[src/rtl/pt_walker.sv]
module pt_walker #(
  parameter int VA_W      = 32,
  parameter int OFS_W     = 12,
  parameter int PTE_SHIFT = 2
) (
  input  logic                  clk,
  input  logic                  rst_n,
  input  logic                  base_we,
  input  logic [VA_W-1:0]       base_wdata,
  input  logic                  limit_we,
  input  logic [VA_W-OFS_W-1:0] limit_wdata,
  input  logic                  req_valid,
  input  logic [VA_W-1:0]       req_vaddr,
  input  logic [1:0]            req_kind,
  output logic                  busy,
  output logic                  done,
  output logic                  fault,
  output logic [1:0]            fault_code,
  output logic [VA_W-1:0]       paddr,
  output logic                  mem_req,
  output logic                  mem_we,
  output logic [VA_W-1:0]       mem_addr,
  output logic [VA_W-1:0]       mem_wdata,
  input  logic                  mem_ack,
  input  logic [VA_W-1:0]       mem_rdata
);
  localparam int VPN_W = VA_W - OFS_W;
  localparam int PAD_W = VA_W - VPN_W - PTE_SHIFT;

  typedef enum logic [1:0] {S_IDLE, S_READ, S_WRITE, S_RESP} st_t;
  st_t st;

  logic [VA_W-1:0]  base_q, addr_q, pte_q;
  logic [VPN_W-1:0] limit_q;
  logic [OFS_W-1:0] ofs_q;
  logic [1:0]       kind_q, code_q;

  wire [VPN_W-1:0] vpn = req_vaddr[VA_W-1:OFS_W];

  logic allowed;
  always_comb begin
    case (kind_q)
      2'd0:    allowed = mem_rdata[1];
      2'd1:    allowed = mem_rdata[2];
      2'd2:    allowed = mem_rdata[3];
      default: allowed = 1'b0;
    endcase
  end

  wire [VA_W-1:0] upd = mem_rdata | (VA_W'(1) << 4) | (VA_W'(kind_q == 2'd1) << 5);

  always_ff @(posedge clk) begin
    if (!rst_n) begin
      st      <= S_IDLE;
      base_q  <= '0;
      limit_q <= '0;
      addr_q  <= '0;
      pte_q   <= '0;
      ofs_q   <= '0;
      kind_q  <= '0;
      code_q  <= '0;
    end else begin
      if (base_we)  base_q  <= base_wdata;
      if (limit_we) limit_q <= limit_wdata;
      case (st)
        S_IDLE: if (req_valid) begin
          ofs_q  <= req_vaddr[OFS_W-1:0];
          kind_q <= req_kind;
          addr_q <= base_q + {{PAD_W{1'b0}}, vpn, {PTE_SHIFT{1'b0}}};
          if (vpn >= limit_q) begin
            code_q <= 2'd1;
            st     <= S_RESP;
          end else begin
            code_q <= 2'd0;
            st     <= S_READ;
          end
        end
        S_READ: if (mem_ack) begin
          pte_q <= upd;
          if (!mem_rdata[0]) begin
            code_q <= 2'd2;
            st     <= S_RESP;
          end else if (!allowed) begin
            code_q <= 2'd3;
            st     <= S_RESP;
          end else if (upd != mem_rdata) begin
            st <= S_WRITE;
          end else begin
            st <= S_RESP;
          end
        end
        S_WRITE: if (mem_ack) st <= S_RESP;
        default: st <= S_IDLE;
      endcase
    end
  end

  assign busy       = st != S_IDLE;
  assign done       = st == S_RESP;
  assign fault      = done && code_q != 2'd0;
  assign fault_code = done ? code_q : 2'd0;
  assign paddr      = {pte_q[VA_W-1:OFS_W], ofs_q};
  assign mem_req    = st == S_READ || st == S_WRITE;
  assign mem_we     = st == S_WRITE;
  assign mem_addr   = addr_q;
  assign mem_wdata  = pte_q;
endmodule

[config.mk]
export PLATFORM = sky130hd
export DESIGN_NAME = pt_walker
export DESIGN_NICKNAME = d
export VERILOG_FILES = /design/src/rtl/pt_walker.sv
export SDC_FILE = /design/constraint.sdc
export NUM_CORES = 1
export LEC_CHECK = 0
export ABC_AREA = 1
export CAP_MARGIN = 20
export CORE_ASPECT_RATIO = 1.5
export CORE_UTILIZATION = 28
export DETAILED_ROUTE_END_ITERATION = 8
export GPL_ROUTABILITY_DRIVEN = 1
export HOLD_SLACK_MARGIN = 0.08
export PLACE_DENSITY = 0.57
export SLEW_MARGIN = 10
export SYNTH_ARGS = -nofsm -noshare
export SYNTH_HDL_FRONTEND = slang
export SYNTH_SLANG_ARGS = --single-unit
[constraint.sdc]
create_clock -name clk -period 2.5 [get_ports clk]
set_input_delay 0.375 -clock clk [delete_from_list [all_inputs] [get_ports clk]]
set_output_delay 0.375 -clock clk [all_outputs]
set_load 0.02 [all_outputs]
==> summary.md, run 1 <==
| Metric | Value |
|---|---|
| Status | finished, final reports clean |
| Wire length per cell | 14.0 µm |
| Synth Area in Compound Gates | 15.8% |
| Post-synthesis sequential area ratio | 37.5% |
| Placed cells | 1,589 |
| Leak | 4.65 nW |
| Post-CTS sizing | 0 |
| Crit-path max FO | 5 |
| Final antenna-violating net count | 0 |
| Setup violators final | 0 |
| R2R setup slack | 0.58 ns |
| Crit path kind | reg -> out |
| Worst setup margin | 0.240 ns |
| Post-synthesis register bit count | 134 |
| Synth area leaders | dfxtp_1, nor2_1, o21ai_0 |
| CTS Hold Bufs | 0 |
| XOR/XNOR Fraction of Synth Area | 1.47% |
| Final HPWL DP | 17.7 mm |
| DP Area | 9840 µm² |
| Num CTS Buffers | 17 |
| Actual slew at the worst max-slew pin | 0.736 ns |
| F_max | 0.442 GHz |
| Fillers | 2,664 |
| Combinational Power Share | 37.5% |
| CP Capture Type | output port |
| Post-Synth Simple-Gate Area | 26.2% |
| Maximum clock path buffer count | 2 |
| Core area | 25,100 µm² |
| Initial DRC Count | 264 |
| First-pass GRT wire length | 35.2 mm |
| Clock Power Share | 30.6% |
| Top-area cell type share of the netlist area | 37.5% |
| Yosys cell types | 37 |
| Final nets | 1,449 |
| RePlAce Congestion | 0.927 |
| Clock Latency Late Sink | 0.43 ns |
| Number of global-route vias before repair | 6,924 |
| Yosys warning total | 0 |
| Largest family of logic cells by synthesized area | simple AND/OR/NAND/NOR gates |
| Clock Skew | 0.0103 ns |
| Synthesized area | 7150 µm² |
| Synthesized area per cell | 6.79 µm² |
| Clock-pin slew on the worst setup and hold paths | 0.06 ns |
| Die area | 26,200 µm² |
| Fin crit share | 90.4% |
| WP data required | 2.12 ns |
| Syn nets | 1,222 |
| Ant. Diodes | 0 |
| RSZ-0062 raised after global routing | false |
| I/O Pins | 227 |
| Multiplexer share of the synthesized area | 0% |
| Fin cells | 1,621 |
| Sequential share of power | 31.9% |
| Slew headroom | 50.6% |
| Initial antenna violation count | 0 |
| Internal power | 5.63 mW |
| TritonRoute pass-1 iters | 4 |
| Layout cell share with drive strength beyond 1 | 7.35% |
| Count of final max-slew check failures | 0 |
| Post-route DRC | 0 |
| MaxCap Viol Count | 0 |
| Switching portion of total power | 35.1% |
| Pre-CTS setup slack | 0.00832 ns |
| Grt total ovfl | 0 |
| Final hold viol count | 0 |
| Die W | 132 µm |
| Routed wire length | 22.6 mm |
| Die height | 198 µm |
| Post-route minimum period | 2.26 ns |
| Worst Hold Class | reg -> reg |
| Crit path DAT | 1.89 ns |
| CTS sink cnt | 134 |
| Post-layout instance area | 10,500 µm² |
| Area share of fa/ha/maj cells after synthesis | 7.98% |
| CTS tree | yes |
| All-layer global routing usage | 17.6% |
| H-tree levels | 4 |
| CP Launch Type | flop |
| Cell taking the most area after synthesis | dfxtp_1 |
| Post-CTS Setup Bufs | 0 |
| # rows | 71 |
| Vias per cell | 4.49 |
| Total negative slack | 0 ns |
| Largest net degree at the start of global routing | 108 |
| Syn Inst Count | 1,053 |
| Clock root cell | clkbuf_16 |
| Starting Density | 28.5% |
| PortBufs | 226 |
| VDD IR max | 0.511 mV |
| Power Dens Cells | 830 nW/µm² |
| Core Util, Final | 41.7% |
| Sw Pwr | 3.05 mW |
| Vias post-DR | 7,273 |
| Synthesis-to-layout area growth | 46.3% |
-- final cells by class --
cell class	count	area (µm²)	area share, %
Timing Repair Buffer	267	2600	24.9
Clock buffer	22	474	4.54
Tap cell	328	410	3.92
Inverter	124	465	4.45
Multi-Input combinational cell	736	3680	35.2
Sequential cell	134	2680	25.7
Clock inverter	10	143	1.36
-- metrics by stage --
stage	hold WS, ns	power [mW]
2_1_floorplan	0.433	4.68
3_3_place_gp	0.448	6.07
3_5_place_dp	0.454	6.11
4_1_cts	0.463	8.82
5_1_grt	0.482	9.23
6_report	0.459	8.68
-- worst max-delay path, cell delays in order (launching register included) --
cell and delay [ns]:
dfxtp_1 0.39, inv_1 0.08, ha_1 0.23, inv_1 0.13
clkdlybuf4s50_1 0.64
-- placed cells by master, fill, tap and decap left out, drive strengths merged, types with 2 or more instances in the layout --
cell	netlist	routed
xnor2	2	2
ha	44	44
bufinv	0	3
buf	24	42
a21oi	74	74
nand2	162	162
clkbuf	34	22
xor2	10	10
nor2	235	235
clkdlybuf4s50	0	225
nand3	42	42
dfxtp	134	134
a21boi	2	2
nor3	3	3
inv	122	125
nand4	12	12
o21ai	140	140
clkinv	2	5
-- state kept, by name, indices dropped and copies added, names as in the netlist --
signal / flops
limit_q: 20
ofs_q: 12
mem_addr: 32
st: 2
code_q: 2
kind_q: 2
base_q: 32
mem_wdata: 32
-- layer usage --
layer / vias up / GRT usage (%) / routed length (µm)
li1: 3806 / - / -
met1: 3240 / 18.7 / 9100
met2: 192 / 32.9 / 11800
met3: 35 / 3.28 / 996
met4: 0 / 8.64 / 722
met5: - / 0 / 0
-- power groups by stage --
| stage | sequential (mW) | clock, mW | combinational [mW] |
|---|---|---|---|
| after floorplan | 3.16 | 0 | 1.52 |
| after global placement | 2.81 | 0 | 3.27 |
| after detailed placement | 2.82 | 0 | 3.29 |
| after CTS | 2.78 | 2.75 | 3.30 |
| after global routing | 2.83 | 2.82 | 3.59 |
| final | 2.77 | 2.66 | 3.25 |
-- worst paths after layout --
check,endpoint,cells past startpoint,startpoint
worst max register to register,mem_addr[27]$_SDFFE_PN0P_,11,base_q[20]$_SDFFE_PN0P_
worst min-delay path,limit_q[4]$_SDFFE_PN0P_,2,limit_q[4]$_SDFFE_PN0P_
worst max-delay path,busy,4,st[0]$_SDFFE_PN0P_
worst min register to register,limit_q[4]$_SDFFE_PN0P_,2,limit_q[4]$_SDFFE_PN0P_
-- cells in the mapped netlist, drive strengths merged --
cell type,count
nand4,12
inv,122
dlymetal6s2s,1
a21oi,74
o22ai,1
clkinv,2
or2,1
o21ai,140
fa,1
nor3,3
nor2,235
o21a,1
and3,1
clkbuf,34
xor2,10
and2,1
a31oi,1
a21boi,2
dfxtp,134
xnor2,2
nand2,162
a21o,1
nor4,1
o21bai,1
buf,24
nand3,42
ha,44
-- cells by family (layout without fill, tap and decap cells) --
kind of cell,count (synthesis),count (layout)
AND/OR/NAND/NOR,458,458
adder cells (fa/ha/maj),45,45
buffers and inverters,183,423
flip-flops,134,134
XOR/XNOR,12,12
AO/OA/AOI/OAI,221,221
(Power assumes the default switching activity.)
==> run 2, diff against run 1 <==
--- a/config.mk
+++ b/config.mk
@@ -10,9 +10,11 @@
 export CORE_ASPECT_RATIO = 1.5
 export CORE_UTILIZATION = 28
 export DETAILED_ROUTE_END_ITERATION = 8
+export DONT_BUFFER_PORTS = 1
 export GPL_ROUTABILITY_DRIVEN = 1
 export HOLD_SLACK_MARGIN = 0.08
-export PLACE_DENSITY = 0.57
+export PLACE_DENSITY = 0.45
+export SETUP_SLACK_MARGIN = 0.3
 export SLEW_MARGIN = 10
 export SYNTH_ARGS = -nofsm -noshare
 export SYNTH_HDL_FRONTEND = slang
==> run 2 against run 1 <==
Final cell count shrank 14%. Register-to-register slack got worse by 0.08 ns. Count of clock-buffer cells in the layout decreased by 2. Largest cell class unchanged. Largest power group is now sequential cells.
==> summary.md, run 2 (synthesized netlist as in run 1, its figures left out) <==
| Metric | Value |
|---|---|
| Post-route DRC | 0 |
| Num CTS Buffers | 17 |
| FF-to-FF Start | base_q[20]$_SDFFE_PN0P_ |
| WP data required | 2.82 ns |
| Crit-path max FO | 5 |
| Final antenna-violating net count | 0 |
| Vias per cell | 4.64 |
| Core Util, Final | 32.8% |
| CTS sink cnt | 134 |
| Sequential share of power | 43.0% |
| Routed wire length | 23.6 mm |
| Clock Skew | 0.0135 ns |
| I/O Pins | 227 |
| RePlAce Congestion | 0.874 |
| Number of global-route vias before repair | 6,465 |
| Die W | 132 µm |
| Maximum clock path buffer count | 2 |
| Leak | 3.77 nW |
| F_max | 0.500 GHz |
| Commonest non-fill, non-tap cell in the layout | nor2_1 |
| Fin cells | 1,392 |
| Fin crit share | 80.0% |
| Register Area | 2680 µm² |
| Synthesis-to-layout area growth | 15.1% |
| Post-route minimum period | 2.00 ns |
| RSZ-0062 raised after global routing | false |
| Slew headroom | 52.9% |
| Final nets | 1,219 |
| Switching portion of total power | 38.4% |
| CP Launch Type | flop |
| MaxCap Viol Count | 0 |
| DP Area | 7300 µm² |
| Worst Hold Class | in -> reg |
| Core area | 25,100 µm² |
| VDD IR max | 0.474 mV |
| Power Dens Cells | 942 nW/µm² |
| H-tree levels | 4 |
| Post-CTS Setup Bufs | 0 |
| Post-layout instance area | 8230 µm² |
| Starting Density | 28.5% |
| Vias post-DR | 6,463 |
| Final hold viol count | 0 |
| Grt total ovfl | 0 |
| Largest net degree at the start of global routing | 59 |
| CP Capture Type | flop |
| Combinational Power Share | 22.2% |
| Die height | 198 µm |
| Most frequent cells in the layout | nor2_1, nand2_1, o21ai_0, dfxtp_1, inv_1 |
| PortBufs | 0 |
| Area occupied by multi-input gates | 3680 µm² |
| Die area | 26,200 µm² |
| Sw Pwr | 2.98 mW |
| Crit path kind | reg -> reg |
| First-pass GRT wire length | 35.9 mm |
| Clock root cell | clkbuf_16 |
| Actual slew at the worst max-slew pin | 0.704 ns |
| TritonRoute pass-1 iters | 4 |
| Crit path DAT | 2.32 ns |
| Clock Latency Late Sink | 0.43 ns |
| Initial antenna violation count | 1 |
| Initial DRC Count | 274 |
| CP startpoint | base_q[20]$_SDFFE_PN0P_ |
| Layout cell share with drive strength beyond 1 | 6.11% |
| Setup violators final | 0 |
| Count of final max-slew check failures | 0 |
| Final HPWL DP | 17.0 mm |
| Clock-pin slew on the worst setup and hold paths | 0.07 ns |
| Total negative slack | 0 ns |
| # rows | 71 |
| Clock Power Share | 34.8% |
| Status | finished, final reports clean |
| CTS tree | yes |
| Fillers | 2,797 |
| Wire length per cell | 16.9 µm |
| Worst hold start | base_wdata[12] |
| R2r worst-path depth | 10 |
| All-layer global routing usage | 18.4% |
| Placed cells | 1,331 |
| Worst Hold Depth | 2 |
| Internal power | 4.78 mW |
[run 2: cell type report]
class / instances / area share [%]
flip-flops and latches: 134 / 32.6
repair buffers: 37 / 4.44
well taps: 328 / 4.99
clock buffers: 20 / 5.55
multi-input cells: 736 / 44.7
diodes: 1 / 0.0304
clock inverters: 12 / 2.01
inverters: 124 / 5.66
[run 2: worst paths after layout]
kind                                    end  slack, ns
setup reg to reg  mem_addr[23]$_SDFFE_PN0P_       0.50
hold / removal      base_q[12]$_SDFFE_PN0P_       0.09
hold reg to reg    limit_q[13]$_SDFFE_PN0P_       0.46
setup / recovery  mem_addr[23]$_SDFFE_PN0P_       0.50
[run 2: timing repair]
| item | in CTS | in global routing |
|---|---|---|
| endpoints found under the hold margin | 66 | 0 |
| gates resized for setup | 0 | 2 |
| endpoints found under the setup margin | 0 | 2 |
| hold buffers | 28 | 0 |
[run 2: per-layer routing]
metal | up-vias | GRT usage, % | routed length (µm) | share of wire [%]
met4 | 2 | 9.28 | 818 | 3.5
met3 | 37 | 4.85 | 1310 | 5.6
met1 | 2870 | 18.6 | 9200 | 39
met5 | - | 0 | 13 | 0.055
li1 | 3354 | - | - | -
met2 | 200 | 34.6 | 12200 | 52
[run 2: stage by stage]
step	power (mW)	setup WS [ns]	hold slack, ns
global route	8.26	0.311	0.0849
floorplan	4.68	0.638	0.433
finish	7.75	0.500	0.0913
global placement	5.06	0.406	0.447
CTS	7.90	0.470	0.0803
detailed placement	5.08	0.389	0.451
[run 2: critical path: stages (launching register included)]
cell and delay (ns):
dfxtp_1 0.31, ha_1 0.42, nand2_2 0.13, nor2_2 0.14, inv_1 0.07, nor2_1 0.20, nand3_1 0.17, nand3_1 0.23
nor2_1 0.07, o21ai_1 0.13, inv_1 0.04
[run 2: power groups by stage]
stage	Sequential (mW)	Combinational (mW)	Clock, mW
final	3.33	1.72	2.70
after global routing	3.39	2.01	2.86
after CTS	3.35	1.75	2.80
after detailed placement	3.40	1.68	0
after global placement	3.40	1.66	0
after floorplan	3.16	1.52	0
==> run 3, diff against run 2 <==
--- a/config.mk
+++ b/config.mk
@@ -13,7 +13,7 @@
 export DONT_BUFFER_PORTS = 1
 export GPL_ROUTABILITY_DRIVEN = 1
 export HOLD_SLACK_MARGIN = 0.08
-export PLACE_DENSITY = 0.45
+export PLACE_DENSITY = 0.47
 export SETUP_SLACK_MARGIN = 0.3
 export SLEW_MARGIN = 10
 export SYNTH_ARGS = -nofsm -noshare
==> constraint.sdc (replaced) <==
create_clock -name clk -period 1.8 [get_ports clk]
set_input_delay 0.27 -clock clk [delete_from_list [all_inputs] [get_ports clk]]
set_output_delay 0.27 -clock clk [all_outputs]
set_load 0.02 [all_outputs]
==> run 3 against run 2 <==
Global-route usage up 0.21 points. Highest routed layer is now met4. Non-clock buffer count up 173. Design area up 34%. Sequential power up 41%. Power up 52%. Die area unchanged. Setup slack worse by 0.46 ns. Register-to-register slack worse by 0.46 ns. Critical path depth unchanged. Combinational power up 110%. Sequential share of layout area down 7.9 points.
==> summary.md, run 3 (synthesized netlist as in run 1, its figures left out) <==
| Metric | Value |
|---|---|
| CP peak stage delay | 0.33 ns |
| RePlAce Congestion | 0.859 |
| Worst Hold Depth | 4 |
| Crit path DAT | 2.08 ns |
| Most frequent cells in the layout | nor2_1, dlygate4sd3_1, o21ai_0, dfxtp_1, inv_1 |
| CTS sink cnt | 134 |
| Worst hold slack | 0.127 ns |
| Crit path kind | reg -> reg |
| Ant. Diodes | 0 |
| Initial antenna violation count | 0 |
| Final HPWL DP | 17.1 mm |
| # rows | 71 |
| Actual slew at the worst max-slew pin | 0.490 ns |
| CTS tree | yes |
| R2R setup slack | 0.04 ns |
| Synthesis-to-layout area growth | 54.0% |
| WHS Endpoint | code_q[0]$_SDFFE_PN0P_ |
| Final nets | 1,392 |
| Commonest non-fill, non-tap cell in the layout | nor2_1 |
| Number of global-route vias before repair | 7,340 |
| F_max | 0.570 GHz |
| Initial DRC Count | 232 |
| MaxCap Viol Count | 0 |
| Cells along the critical path | ha_4 -> nand2_4 -> buf_6 -> nor2_4 -> and2_4 -> nand4_1 -> nand4_1 -> nand3_2 -> nand2_1 -> inv_1 |
| FF-to-FF Start | base_q[18]$_SDFFE_PN0P_ |
| Clock Latency Late Sink | 0.43 ns |
| R2r worst-path depth | 10 |
| Worst setup margin | 0.0444 ns |
| RSZ-0062 raised after global routing | true |
| CP delay by family, top | simple AND/OR/NAND/NOR gates |
| Crit-path max FO | 4 |
| Largest net degree at the start of global routing | 84 |
| Count of final max-slew check failures | 0 |
| Wire length per cell | 15.4 µm |
| Maximum clock path buffer count | 2 |
| Routed wire length | 24.0 mm |
| All-layer global routing usage | 18.6% |
| Vias post-DR | 7,196 |
| CP Launch Type | flop |
| Reg-to-reg endpoint | mem_addr[21]$_SDFFE_PN0P_ |
| Clock root cell | clkbuf_16 |
| Clock-pin slew on the worst setup and hold paths | 0.06 ns |
| Die W | 132 µm |
| Power Dens Cells | 1070 nW/µm² |
| CP Capture Type | flop |
| Leak | 4.81 nW |
| Num CTS Buffers | 17 |
| Clock Skew | 0.0154 ns |
| Status | finished, final reports clean |
| TritonRoute pass-1 iters | 4 |
| CP max stage cell | dfxtp_2 |
| Die height | 198 µm |
| Grt total ovfl | 0 |
| Layout cell share with drive strength beyond 1 | 26.4% |
| Slew headroom | 67.3% |
| Die area | 26,200 µm² |
| Buf+Inv Stages, Crit Path | 2 |
| Post-route minimum period | 1.76 ns |
| First-pass GRT wire length | 37.6 mm |
| I/O Pins | 227 |
| WP data required | 2.13 ns |
| Worst hold start | mem_rdata[0] |
| Post-route DRC | 0 |
| Final antenna-violating net count | 0 |
| Fin crit share | 97.5% |
| Crit path top cell by count | nand4_1 |
| Core area | 25,100 µm² |
| H-tree levels | 4 |
| Final hold viol count | 0 |
| CP startpoint | base_q[18]$_SDFFE_PN0P_ |
| Starting Density | 28.5% |
| Setup violators final | 0 |
| VDD IR max | 0.658 mV |
| Pre-CTS setup slack | -0.122 ns |
| PortBufs | 0 |
| Vias per cell | 4.60 |
| Worst Hold Class | in -> reg |
==> run 3: through the flow <==
step	instances	util [%]	cell area (µm²)	total power [mW]	setup TNS [ns]
after global routing	1563	43.9	11000	12.5	-0.300
after CTS	1546	41.3	10400	11.6	0
after floorplan	1053	-	7410	6.59	0
final	1563	43.9	11000	11.8	0
after global placement	1378	31.8	7960	7.32	-0.252
after detailed placement	1378	31.8	7960	7.36	-0.293
==> run 3: layout make-up <==
class / instances / area (µm²)
timing repair buffer: 210 / 2030
inverter: 124 / 475
fill: 2563 / 14000
tap: 328 / 410
multi-input combinational: 736 / 4790
clock buffer: 19 / 443
sequential: 134 / 2720
clock inverter: 12 / 144
==> run 3: what timing repair did <==
action	4_1_cts	5_1_grt
setup buffers	15	17
gates cloned	0	0
gates resized for setup	128	129
setup endpoints to repair	70	42
hold buffers	122	0
hold endpoints to repair	107	0
pin swaps	60	58
==> run 3: how the worst max path moves through the flow <==
stage | end | slack [ns] | depth (start not counted)
2_1_floorplan | mem_addr[14]$_SDFFE_PN0P_ | 0.15 | 11
3_3_place_gp | st[1]$_SDFFE_PN0P_ | -0.11 | 12
3_5_place_dp | st[1]$_SDFFE_PN0P_ | -0.12 | 12
4_1_cts | mem_addr[14]$_SDFFE_PN0P_ | 0.01 | 11
5_1_grt | mem_addr[21]$_SDFFE_PN0P_ | -0.05 | 10
6_report | mem_addr[21]$_SDFFE_PN0P_ | 0.04 | 10
==> run 3: report_power, final <==
group	internal, mW	switching (mW)
registers	3.55	1.15
clock network	2.09	1.44
logic	1.62	1.94
total	7.26	4.53
==> run 3: worst reg2reg max path, cell delays in order (launching register included) <==
cell and delay (ns):
dfxtp_2 0.33, ha_4 0.30, nand2_4 0.07, buf_6 0.12, nor2_4 0.10, and2_4 0.16
nand4_1 0.20, nand4_1 0.18, nand3_2 0.09, nand2_1 0.06, inv_1 0.03
==> run 3: metal layers <==
layer | track usage (%) | wire length (µm) | up-vias
li1 | - | - | 3699
met1 | 19.2 | 9340 | 3264
met2 | 35.1 | 12700 | 195
met3 | 4.59 | 1180 | 38
met4 | 8.56 | 792 | 0
met5 | 0 | 0 | -
